## config.mk

```make
export PLATFORM = sky130hd
export DESIGN_NAME = bpsk_iq_source
export DESIGN_NICKNAME = d
export VERILOG_FILES = /design/src/rtl/bpsk_pkg.sv /design/src/rtl/bpsk_symbol_timer.sv /design/src/rtl/bpsk_bit_source.sv /design/src/rtl/bpsk_iq_mapper.sv /design/src/rtl/bpsk_iq_source.sv
export SDC_FILE = /design/constraint.sdc
export NUM_CORES = 1
export LEC_CHECK = 0
export ABC_AREA = 0
export BUFFER_PORTS_ARGS = -buffer_cell sky130_fd_sc_hd__buf_2
export CORE_MARGIN = 2
export CORE_UTILIZATION = 30
export DETAILED_ROUTE_END_ITERATION = 10
export GPL_ROUTABILITY_DRIVEN = 0
export GPL_TIMING_DRIVEN = 0
export PLACE_DENSITY = 0.61
export SLEW_MARGIN = 20
export SYNTH_ARGS = -nofsm -noshare
export SYNTH_HDL_FRONTEND = slang
export SYNTH_SLANG_ARGS = --single-unit
```

## constraint.sdc

```tcl
create_clock -name clk -period 3.05 [get_ports clk]
set_clock_uncertainty 0.2 [all_clocks]
set_input_delay 0.1525 -clock clk [delete_from_list [all_inputs] [get_ports clk]]
set_output_delay 0.1525 -clock clk [all_outputs]
set_load 0.05 [all_outputs]
```

## src/rtl/bpsk_pkg.sv

```systemverilog
// Package: shared constants and helpers for the BPSK sample source.
// Assumes 16-bit two's-complement DAC samples.
package bpsk_pkg;
    localparam int SAMPLE_W = 16;
    localparam logic [SAMPLE_W-1:0] LEVEL_POS = 16'h7FF0;
    localparam logic [SAMPLE_W-1:0] LEVEL_NEG = 16'h8010;
    localparam logic [SAMPLE_W-1:0] LEVEL_ZERO = '0;

    typedef enum logic {SRC_PATTERN = 1'b0, SRC_EXTERNAL = 1'b1} bit_src_e;

    // Map a data bit to its antipodal I level.
    function automatic logic [SAMPLE_W-1:0] bit_to_level(input logic b);
        return b ? LEVEL_NEG : LEVEL_POS;
    endfunction
endpackage

```

## src/rtl/bpsk_symbol_timer.sv

```systemverilog
// Module: bpsk_symbol_timer
// Counts accepted I requests inside a symbol and flags the request that
// starts a new symbol. Assumes sps holds still during a symbol; 0 acts as 1.
module bpsk_symbol_timer #(
    parameter int SPS_W = 8
) (
    input  logic             clk,
    input  logic             rst_n,
    input  logic             req_i,
    input  logic [SPS_W-1:0] sps,
    output logic             sym_start
);
    logic [SPS_W-1:0] cnt;
    logic [SPS_W-1:0] last_idx;
    logic             at_end;

    // Index of the final sample within a symbol.
    always_comb begin
        last_idx = (sps == '0) ? '0 : sps - 1'b1;
        at_end   = (cnt >= last_idx);
    end

    // A request that finds the counter at zero opens a symbol.
    assign sym_start = req_i && (cnt == '0);

    // Advance the sample counter on each accepted I request.
    always_ff @(posedge clk) begin
        if (!rst_n) begin
            cnt <= '0;
        end else if (req_i) begin
            cnt <= at_end ? '0 : cnt + 1'b1;
        end
    end

    // the counter moves only on I requests
    a_r5_cnt_idle: assert property (@(posedge clk) disable iff (!rst_n)
        !req_i |=> $stable(cnt));
endmodule

```

## src/rtl/bpsk_bit_source.sv

```systemverilog
// Module: bpsk_bit_source
// Supplies the data bit for each sample. In pattern mode it walks a captured
// pattern from the top bit down and wraps. In external mode it takes a bit by
// handshake at each symbol start, repeating the last bit and flagging a
// sticky underflow if none is offered. Assumes src_sel only changes between symbols.
module bpsk_bit_source #(
    parameter int PAT_W = 32
) (
    input  logic             clk,
    input  logic             rst_n,
    input  logic             src_sel,
    input  logic [PAT_W-1:0] pattern,
    input  logic             take,
    input  logic             ext_bit,
    input  logic             ext_valid,
    output logic             ext_ready,
    output logic             bit_now,
    output logic             underflow
);
    import bpsk_pkg::*;

    localparam int PTR_W = (PAT_W > 1) ? $clog2(PAT_W) : 1;
    localparam logic [PTR_W-1:0] PTR_TOP = PTR_W'(PAT_W - 1);

    logic [PAT_W-1:0] pat_reg;
    logic [PTR_W-1:0] ptr;
    logic             last_bit;
    logic             new_bit;
    bit_src_e         src;

    assign src = bit_src_e'(src_sel);

    // Select the bit a symbol start would use.
    always_comb begin
        if (src == SRC_EXTERNAL)
            new_bit = ext_valid ? ext_bit : last_bit;
        else
            new_bit = pat_reg[ptr];
    end

    // Handshake happens only at an external-mode symbol start.
    assign ext_ready = (src == SRC_EXTERNAL) && take;
    // Bit for the current sample: fresh at a symbol start, held otherwise.
    assign bit_now   = take ? new_bit : last_bit;

    // Capture the pattern while in reset; otherwise walk the pointer.
    always_ff @(posedge clk) begin
        if (!rst_n) begin
            pat_reg <= pattern;
            ptr     <= PTR_TOP;
        end else if (take && src == SRC_PATTERN) begin
            ptr <= (ptr == '0) ? PTR_TOP : ptr - 1'b1;
        end
    end

    // Remember the bit of the running symbol.
    always_ff @(posedge clk) begin
        if (!rst_n)
            last_bit <= 1'b0;
        else if (take)
            last_bit <= new_bit;
    end

    // Sticky flag for a missing external bit at a symbol start.
    always_ff @(posedge clk) begin
        if (!rst_n)
            underflow <= 1'b0;
        else if (take && src == SRC_EXTERNAL && !ext_valid)
            underflow <= 1'b1;
    end

    // once raised, underflow stays up until reset
    a_r8_underflow_sticky: assert property (@(posedge clk) disable iff (!rst_n)
        underflow |=> underflow);
    // no handshake while the pattern is the source
    a_r9_ready_needs_ext: assert property (@(posedge clk) disable iff (!rst_n)
        ext_ready |-> src_sel);
endmodule

```

## src/rtl/bpsk_iq_mapper.sv

```systemverilog
// Module: bpsk_iq_mapper
// Registers the I and Q samples. I takes the level of the current bit on an
// I request; Q is refreshed with zero on a Q request. Both hold otherwise.
module bpsk_iq_mapper (
    input  logic                           clk,
    input  logic                           rst_n,
    input  logic                           req_i,
    input  logic                           req_q,
    input  logic                           bit_now,
    output logic [bpsk_pkg::SAMPLE_W-1:0]  i_out,
    output logic [bpsk_pkg::SAMPLE_W-1:0]  q_out
);
    import bpsk_pkg::*;

    // Update the I sample on its request.
    always_ff @(posedge clk) begin
        if (!rst_n)
            i_out <= LEVEL_ZERO;
        else if (req_i)
            i_out <= bit_to_level(bit_now);
    end

    // Update the Q sample on its request.
    always_ff @(posedge clk) begin
        if (!rst_n)
            q_out <= LEVEL_ZERO;
        else if (req_q)
            q_out <= LEVEL_ZERO;
    end

    // a served I request always leaves a legal level
    a_r2_i_level: assert property (@(posedge clk) disable iff (!rst_n)
        req_i |=> (i_out == LEVEL_POS || i_out == LEVEL_NEG));
    // I holds without a request
    a_r4_i_hold: assert property (@(posedge clk) disable iff (!rst_n)
        !req_i |=> $stable(i_out));
endmodule

```

## src/rtl/bpsk_iq_source.sv

```systemverilog
// Module: bpsk_iq_source (top)
// BPSK baseband sample source clocked by the DAC interface clock. Samples are
// pulled by per-channel request strobes; bits come from a looping pattern or an
// external handshake port and each lasts sps accepted I requests.
module bpsk_iq_source #(
    parameter int PAT_W = 32,
    parameter int SPS_W = 8
) (
    input  logic                          clk,
    input  logic                          rst_n,
    input  logic                          src_sel,
    input  logic [PAT_W-1:0]              pattern,
    input  logic [SPS_W-1:0]              sps,
    input  logic                          ext_bit,
    input  logic                          ext_valid,
    output logic                          ext_ready,
    input  logic                          req_i,
    input  logic                          req_q,
    output logic [bpsk_pkg::SAMPLE_W-1:0] i_out,
    output logic [bpsk_pkg::SAMPLE_W-1:0] q_out,
    output logic                          underflow
);
    logic sym_start;
    logic bit_now;

    bpsk_symbol_timer #(.SPS_W(SPS_W)) u_timer (
        .clk       (clk),
        .rst_n     (rst_n),
        .req_i     (req_i),
        .sps       (sps),
        .sym_start (sym_start)
    );

    bpsk_bit_source #(.PAT_W(PAT_W)) u_src (
        .clk       (clk),
        .rst_n     (rst_n),
        .src_sel   (src_sel),
        .pattern   (pattern),
        .take      (sym_start),
        .ext_bit   (ext_bit),
        .ext_valid (ext_valid),
        .ext_ready (ext_ready),
        .bit_now   (bit_now),
        .underflow (underflow)
    );

    bpsk_iq_mapper u_map (
        .clk     (clk),
        .rst_n   (rst_n),
        .req_i   (req_i),
        .req_q   (req_q),
        .bit_now (bit_now),
        .i_out   (i_out),
        .q_out   (q_out)
    );

    // a handshake only ever coincides with an I request
    a_r7_ready_with_req: assert property (@(posedge clk) disable iff (!rst_n)
        ext_ready |-> req_i);
    // a served Q request leaves zero on Q
    a_r3_q_zero: assert property (@(posedge clk) disable iff (!rst_n)
        req_q |=> (q_out == '0));
endmodule

```

### After elaboration in Yosys (flattened, before gate mapping)

Index checks and enable logic that the tools add are counted.

| operators by class | value |
|---|---|
| add/sub/neg operators | 3 |
| multipliers | 0 |
| divide/modulo/power cells | 0 |
| order comparisons | 2 |
| equal/unequal tests | 0 |
| shift-type cells | 0 |
| multiplexer cells | 9 |
| bitwise gates (word level) | 1 |
| reductions and logical operators | 8 |

Operator list:

| cell | count |
|---|---|
| 8-bit logical NOT | 2 |
| 16-bit 2-to-1 mux | 1 |
| 8-bit 2-to-1 mux | 2 |
| 8-bit by 1-bit adder with 8-bit output, second input constant | 1 |
| 8-bit >= comparator | 1 |
| 8-bit by 1-bit subtractor with 8-bit output, second input constant | 1 |
| 5-bit by 6-bit less-than comparator with 1-bit output, second input constant | 1 |
| 1-bit binary-select mux with 5-bit select | 1 |
| 5-bit logical NOT | 1 |
| 5-bit 2-to-1 mux | 1 |
| 5-bit by 1-bit subtractor with 5-bit output, second input constant | 1 |
| 1-bit logical AND | 4 |
| 1-bit 2-to-1 mux | 4 |
| 1-bit logical NOT | 1 |
| 1-bit inverter | 1 |

| storage, ports and cells | value |
|---|---|
| register bits | 63 |
| latch bits | 0 |
| RAM bits | 0 |
| ROM bits | 0 |
| bits of input ports | 47 |
| output and inout port bits | 34 |
| memories | 0 |

### Longest topological paths before layout

| logic depth | value |
|---|---|
| word-level depth | 5 |
| depth in mapped cells | 13 |
| depth with buffers taken out | 13 |

### Cells and area by module

From an unflattened synthesis, not the netlist that was laid out.

| second synthesis, totals | value |
|---|---|
| cell total of the unflattened synthesis | 219 |
| area, all modules | 2,665.1 sq um |

By module, submodules not included:

| module | instances | cells each | area each (sq um) | sequential area each (sq um) |
|---|---|---|---|---|
| bpsk_bit_source | 1 | 97 | 1,610.3 | 1,101.1 |
| bpsk_symbol_timer | 1 | 84 | 739.5 | 160.2 |
| bpsk_iq_mapper | 1 | 38 | 315.3 | 60.1 |

### Worst setup path after synthesis

Ideal clock, no wire load.

| path | value |
|---|---|
| path kind | input to register |
| start point | input sps[0] |
| end point | register u_timer.cnt[2] |
| arrival time | 2.444 ns |
| required time | 2.783 ns |
| setup slack | 0.339 ns |
| cell stages on the path | 13 |
| path buffers | 0 |
| cell sequence | inv_1 ha_1 nor2b_1 nand3b_1 or3_1 and2_1 ha_1 nand2b_1 a21o_1 a21o_1 a21oi_1 o221ai_1 nor2_1 |

| between the ends | value |
|---|---|
| word-level cells in the longest chain between the ends | 4 |
| elaborated cells between the ends (all ways) | 5 |
| those cells by class | add/sub (1); order compare (1); mux (2); reduce/logical (1) |

Ends and longest elaborated chain:

| element | line | text |
|---|---|---|
| start, declared | bpsk_iq_source.sv:13 | `input logic [SPS_W-1:0] sps,` |
| 8-bit by 1-bit subtractor with 8-bit output or 8-bit logical NOT (tied branches) | bpsk_symbol_timer.sv:19 | `last_idx = (sps == '0) ? '0 : sps - 1'b1;` |
| 8-bit 2-to-1 mux * | bpsk_symbol_timer.sv:19 |  |
| 8-bit >= comparator * | bpsk_symbol_timer.sv:20 | `at_end = (cnt >= last_idx);` |
| 8-bit 2-to-1 mux * | bpsk_symbol_timer.sv:31 | `cnt <= at_end ? '0 : cnt + 1'b1;` |
| end signal, assigned | bpsk_symbol_timer.sv:31 |  |
| end, declared | bpsk_symbol_timer.sv:13 | `logic [SPS_W-1:0] cnt;` |

Mark *: on every way between the ends. The rest lies on a longest branch, timed or not.
A chain may end at the register's enable or synchronous reset.

### Final worst setup path

| path | value |
|---|---|
| start point | input sps[0] |
| end point | register u_timer.cnt[5] |

The elaborated chain is that of the path after synthesis.

==> load_flow_metrics.sql <==
INSERT INTO impl_metrics (metric_group, metric, value, unit) VALUES
('placement', 'placement.setup.worst_slack', '-0.130', 'ns'),
('detailed_routing', 'route.detailed.wl_per_inst', '11.4', 'um'),
('clock_tree', 'clock_net_sink_count', '50', ''),
('worst_hold_path', 'hold_class', 'input port to flop', ''),
('detailed_routing', 'drcViolationCount', '0', ''),
('floorplan', 'die-width', '98.0', 'um'),
('final_layout', 'fraction_of_final_layout_cells_sized_beyond_drive_strength_1', '34.0', '%'),
('detailed_routing', 'drt_iter0_drc', '39', ''),
('yosys', 'ys_types', '44', ''),
('placement', 'placement.cell_area', '0.00315', 'mm2'),
('pwr', 'clkPwrFrac', '31.9', '%'),
('pwr', 'p_comb_share', '21.5', '%'),
('sta', 'final-hold-violation-count', '0', ''),
('final_layout', 'leading_cell_type_in_the_layout_fill_and_taps_excluded', 'buf_2', ''),
('placement', 'dpl.hpwl', '3.52', 'mm'),
('global_route', 'grt_antenna_before_repair', '0', ''),
('detailed_routing', 'dr_total_vias', '1926', ''),
('detailed_routing', 'wirelength', '5.17', 'mm'),
('global_route', 'groute.usage.overall', '10.9', '%'),
('global_route', 'global_route.overflow_total', '0', ''),
('worst_setup_path', 'start_kind', 'input port', ''),
('status', 'outcome', 'finished clean', ''),
('yosys', 'yosys.area.top_type_share', '36.3', '%'),
('global_route', 'grt_pass1_wl', '8.52', 'mm'),
('final_layout', 'final_cell_area', '0.00363', 'mm2'),
('sta', 'worst_path_setup_slack_after_routing', '0.343', 'ns'),
('sta', 'post-route-period-util', '88.7', '%'),
('final_layout', 'antennaDiodeCount', '0', ''),
('yosys', 'syn_area_per_cell', '11.6', 'um2'),
('clock_tree', 'clkTransAtPathRegs', '0.09', 'ns'),
('yosys', 'yosys.area.top_type', 'edfxtp_1', ''),
('sta', 'tightestPinTransition', '0.728', 'ns'),
('floorplan', 'dieHeight', '98.0', 'um'),
('clock_tree', 'cts_inserted_buffers', '5', ''),
('pwr', 'p_int', '1.25', 'mW'),
('final_layout', 'final_cell_mix', '59 x buf_2, 34 x dlygate4sd3_1, 32 x edfxtp_1', ''),
('worst_setup_path', 'critPathKind', 'input port to flop', ''),
('detailed_routing', 'drt_pass_1_iters', '4', ''),
('pwr', 'irDropWorstVdd', '271', 'uV'),
('pwr', 'proportion_of_total_power_due_to_net_switching', '26.0', '%'),
('sta', 'fmaxAchievable', '0.369', 'GHz'),
('detailed_routing', 'avgViaCountPerCell', '4.23', ''),
('yosys', 'synth_flop_cell', 'edfxtp_1', ''),
('global_route', 'grt_start_max_net_pins', '38', ''),
('yosys', 'netlist_area', '0.00265', 'mm2'),
('yosys', 'synth-edff-count', '32', ''),
('clock_tree', 'htree_levels', '2', ''),
('global_route', 'grt_pass1_vias', '1861', ''),
('sta', 'worst_hold_slack', '0.0635', 'ns'),
('sta', 'worst_slew_margin_rel', '51.4', '%'),
('clock_tree', 'cts-root-buf', 'clkbuf_8', ''),
('clock_tree', 'clkLatencyLatePin', '0.30', 'ns'),
('pwr', 'total_leakage_power', '1.66', 'nW'),
('sta', 'period_needed', '2.71', 'ns'),
('yosys', 'synth_seq_cells', '50', ''),
('floorplan', 'floorplan.rows', '34', ''),
('worst_setup_path', 'arrival', '2.75', 'ns'),
('worst_setup_path', 'worstSetupEndpointType', 'flop', ''),
('pwr', 'pwr_density_cell', '464', 'mW/mm2'),
('sta', 'final-setup-viol-count', '0', ''),
('floorplan', 'die_area', '0.00960', 'mm2'),
('floorplan', 'placeableCoreArea', '0.00864', 'mm2'),
('yosys', 'yosysWarningCount', '0', ''),
('final_layout', 'finish.utilization', '42.0', '%'),
('placement', 'place.port_buffers', '58', ''),
('pwr', 'seq_power_share', '46.6', '%'),
('final_layout', 'syn2layout_area_growth', '36.9', '%'),
('yosys', 'ys_async_sr_fraction', '0', '%'),
('clock_tree', 'cts_post_setup_buffers_inserted', '0', ''),
('yosys', 'synth_cells', '228', ''),
('final_layout', 'num-nets-final', '405', '');
cell type report:
type | instances | area (um2)
buffer | 35 | 277
clock buffer | 5 | 68.8
clock inverter | 3 | 63.8
fill | 814 | 5010
inverter | 10 | 37.5
multi-input combinational | 152 | 1090
sequential | 50 | 1320
tap | 108 | 135
timing repair buffer | 92 | 631
per-stage QoR:
step	TNS (ns)	instances	power (mW)
after global placement	-0.423	413	1.12
after global routing	0	455	1.75
after CTS	0	455	1.69
final	0	455	1.68
after detailed placement	-0.704	413	1.13
after floorplan	0	247	1.05
kinds of logic (layout without fill, tap and decap cells):
kind of cell / count (synthesis) / after routing / share of synthesized area, %
compound gates: 25 / 25 / 6.71
xor+xnor: 10 / 10 / 3.31
fa+ha+maj: 12 / 12 / 5.67
buf+inv: 45 / 145 / 11.9
flops: 50 / 50 / 49.9
mux: 12 / 12 / 7.84
other cells: 1 / 20 / 0.142
simple gates: 73 / 73 / 14.6
power groups by stage:
stage / sequential, mW / clock, mW / combinational [mW]
after floorplan: 0.808 / 0 / 0.246
after global placement: 0.798 / 0 / 0.326
after detailed placement: 0.800 / 0 / 0.328
after CTS: 0.785 / 0.547 / 0.362
after global routing: 0.790 / 0.576 / 0.390
final: 0.784 / 0.536 / 0.362
repair_timing:
item | in CTS | in global routing
endpoints found under the setup margin | 0 | 6
hold buffers | 34 | 0
gates resized for setup | 0 | 2
endpoints found under the hold margin | 41 | 0
synthesized netlist by cell type, types with 4 or more instances:
| cell type | instances |
|---|---|
| nand2_1 | 16 |
| xor2_1 | 8 |
| a21oi_1 | 5 |
| nand2b_1 | 4 |
| ha_1 | 12 |
| nand4_1 | 4 |
| nor2_1 | 18 |
| a21o_1 | 4 |
| inv_1 | 10 |
| o21ai_1 | 6 |
| nand3_1 | 6 |
| dfxtp_1 | 18 |
| buf_4 | 30 |
| edfxtp_1 | 32 |
| mux4_2 | 5 |
| nor3_1 | 4 |
worst max-delay path, stage by stage:
cell and delay, ns:
buf_2 0.10, inv_1 0.06, ha_1 0.17, nor2b_2 0.21, nand3b_1 0.14, or3_1 0.42
and2_1 0.20, ha_1 0.26, nand2b_1 0.14, a21o_1 0.17, a21o_1 0.17, a21oi_1 0.22
o221ai_2 0.20, nor2_1 0.13
final timing paths:
check                                     from                            to  slack (ns)  cells past startpoint
setup / recovery                        sps[0]   u_timer.cnt[5]$_SDFFE_PN0P_        0.34                     14
hold / removal                         src_sel     u_src.ptr[1]$_SDFFE_PN1P_        0.06                      5
setup reg to reg     u_src.ptr[2]$_SDFFE_PN1P_  u_map.i_out[15]$_SDFFE_PN0P_        0.90                      7
hold reg to reg   u_src.underflow$_SDFFE_PN0P_  u_src.underflow$_SDFFE_PN0P_        0.29                      2
metal layers:
metal	track usage [%]	vias up	routed length (um)
li1	-	995	-
met1	13.8	860	2310
met2	18.3	66	2450
met3	3.36	5	353
met4	2.56	0	59
met5	0	-	0
Power figures use the tool's default switching activity.
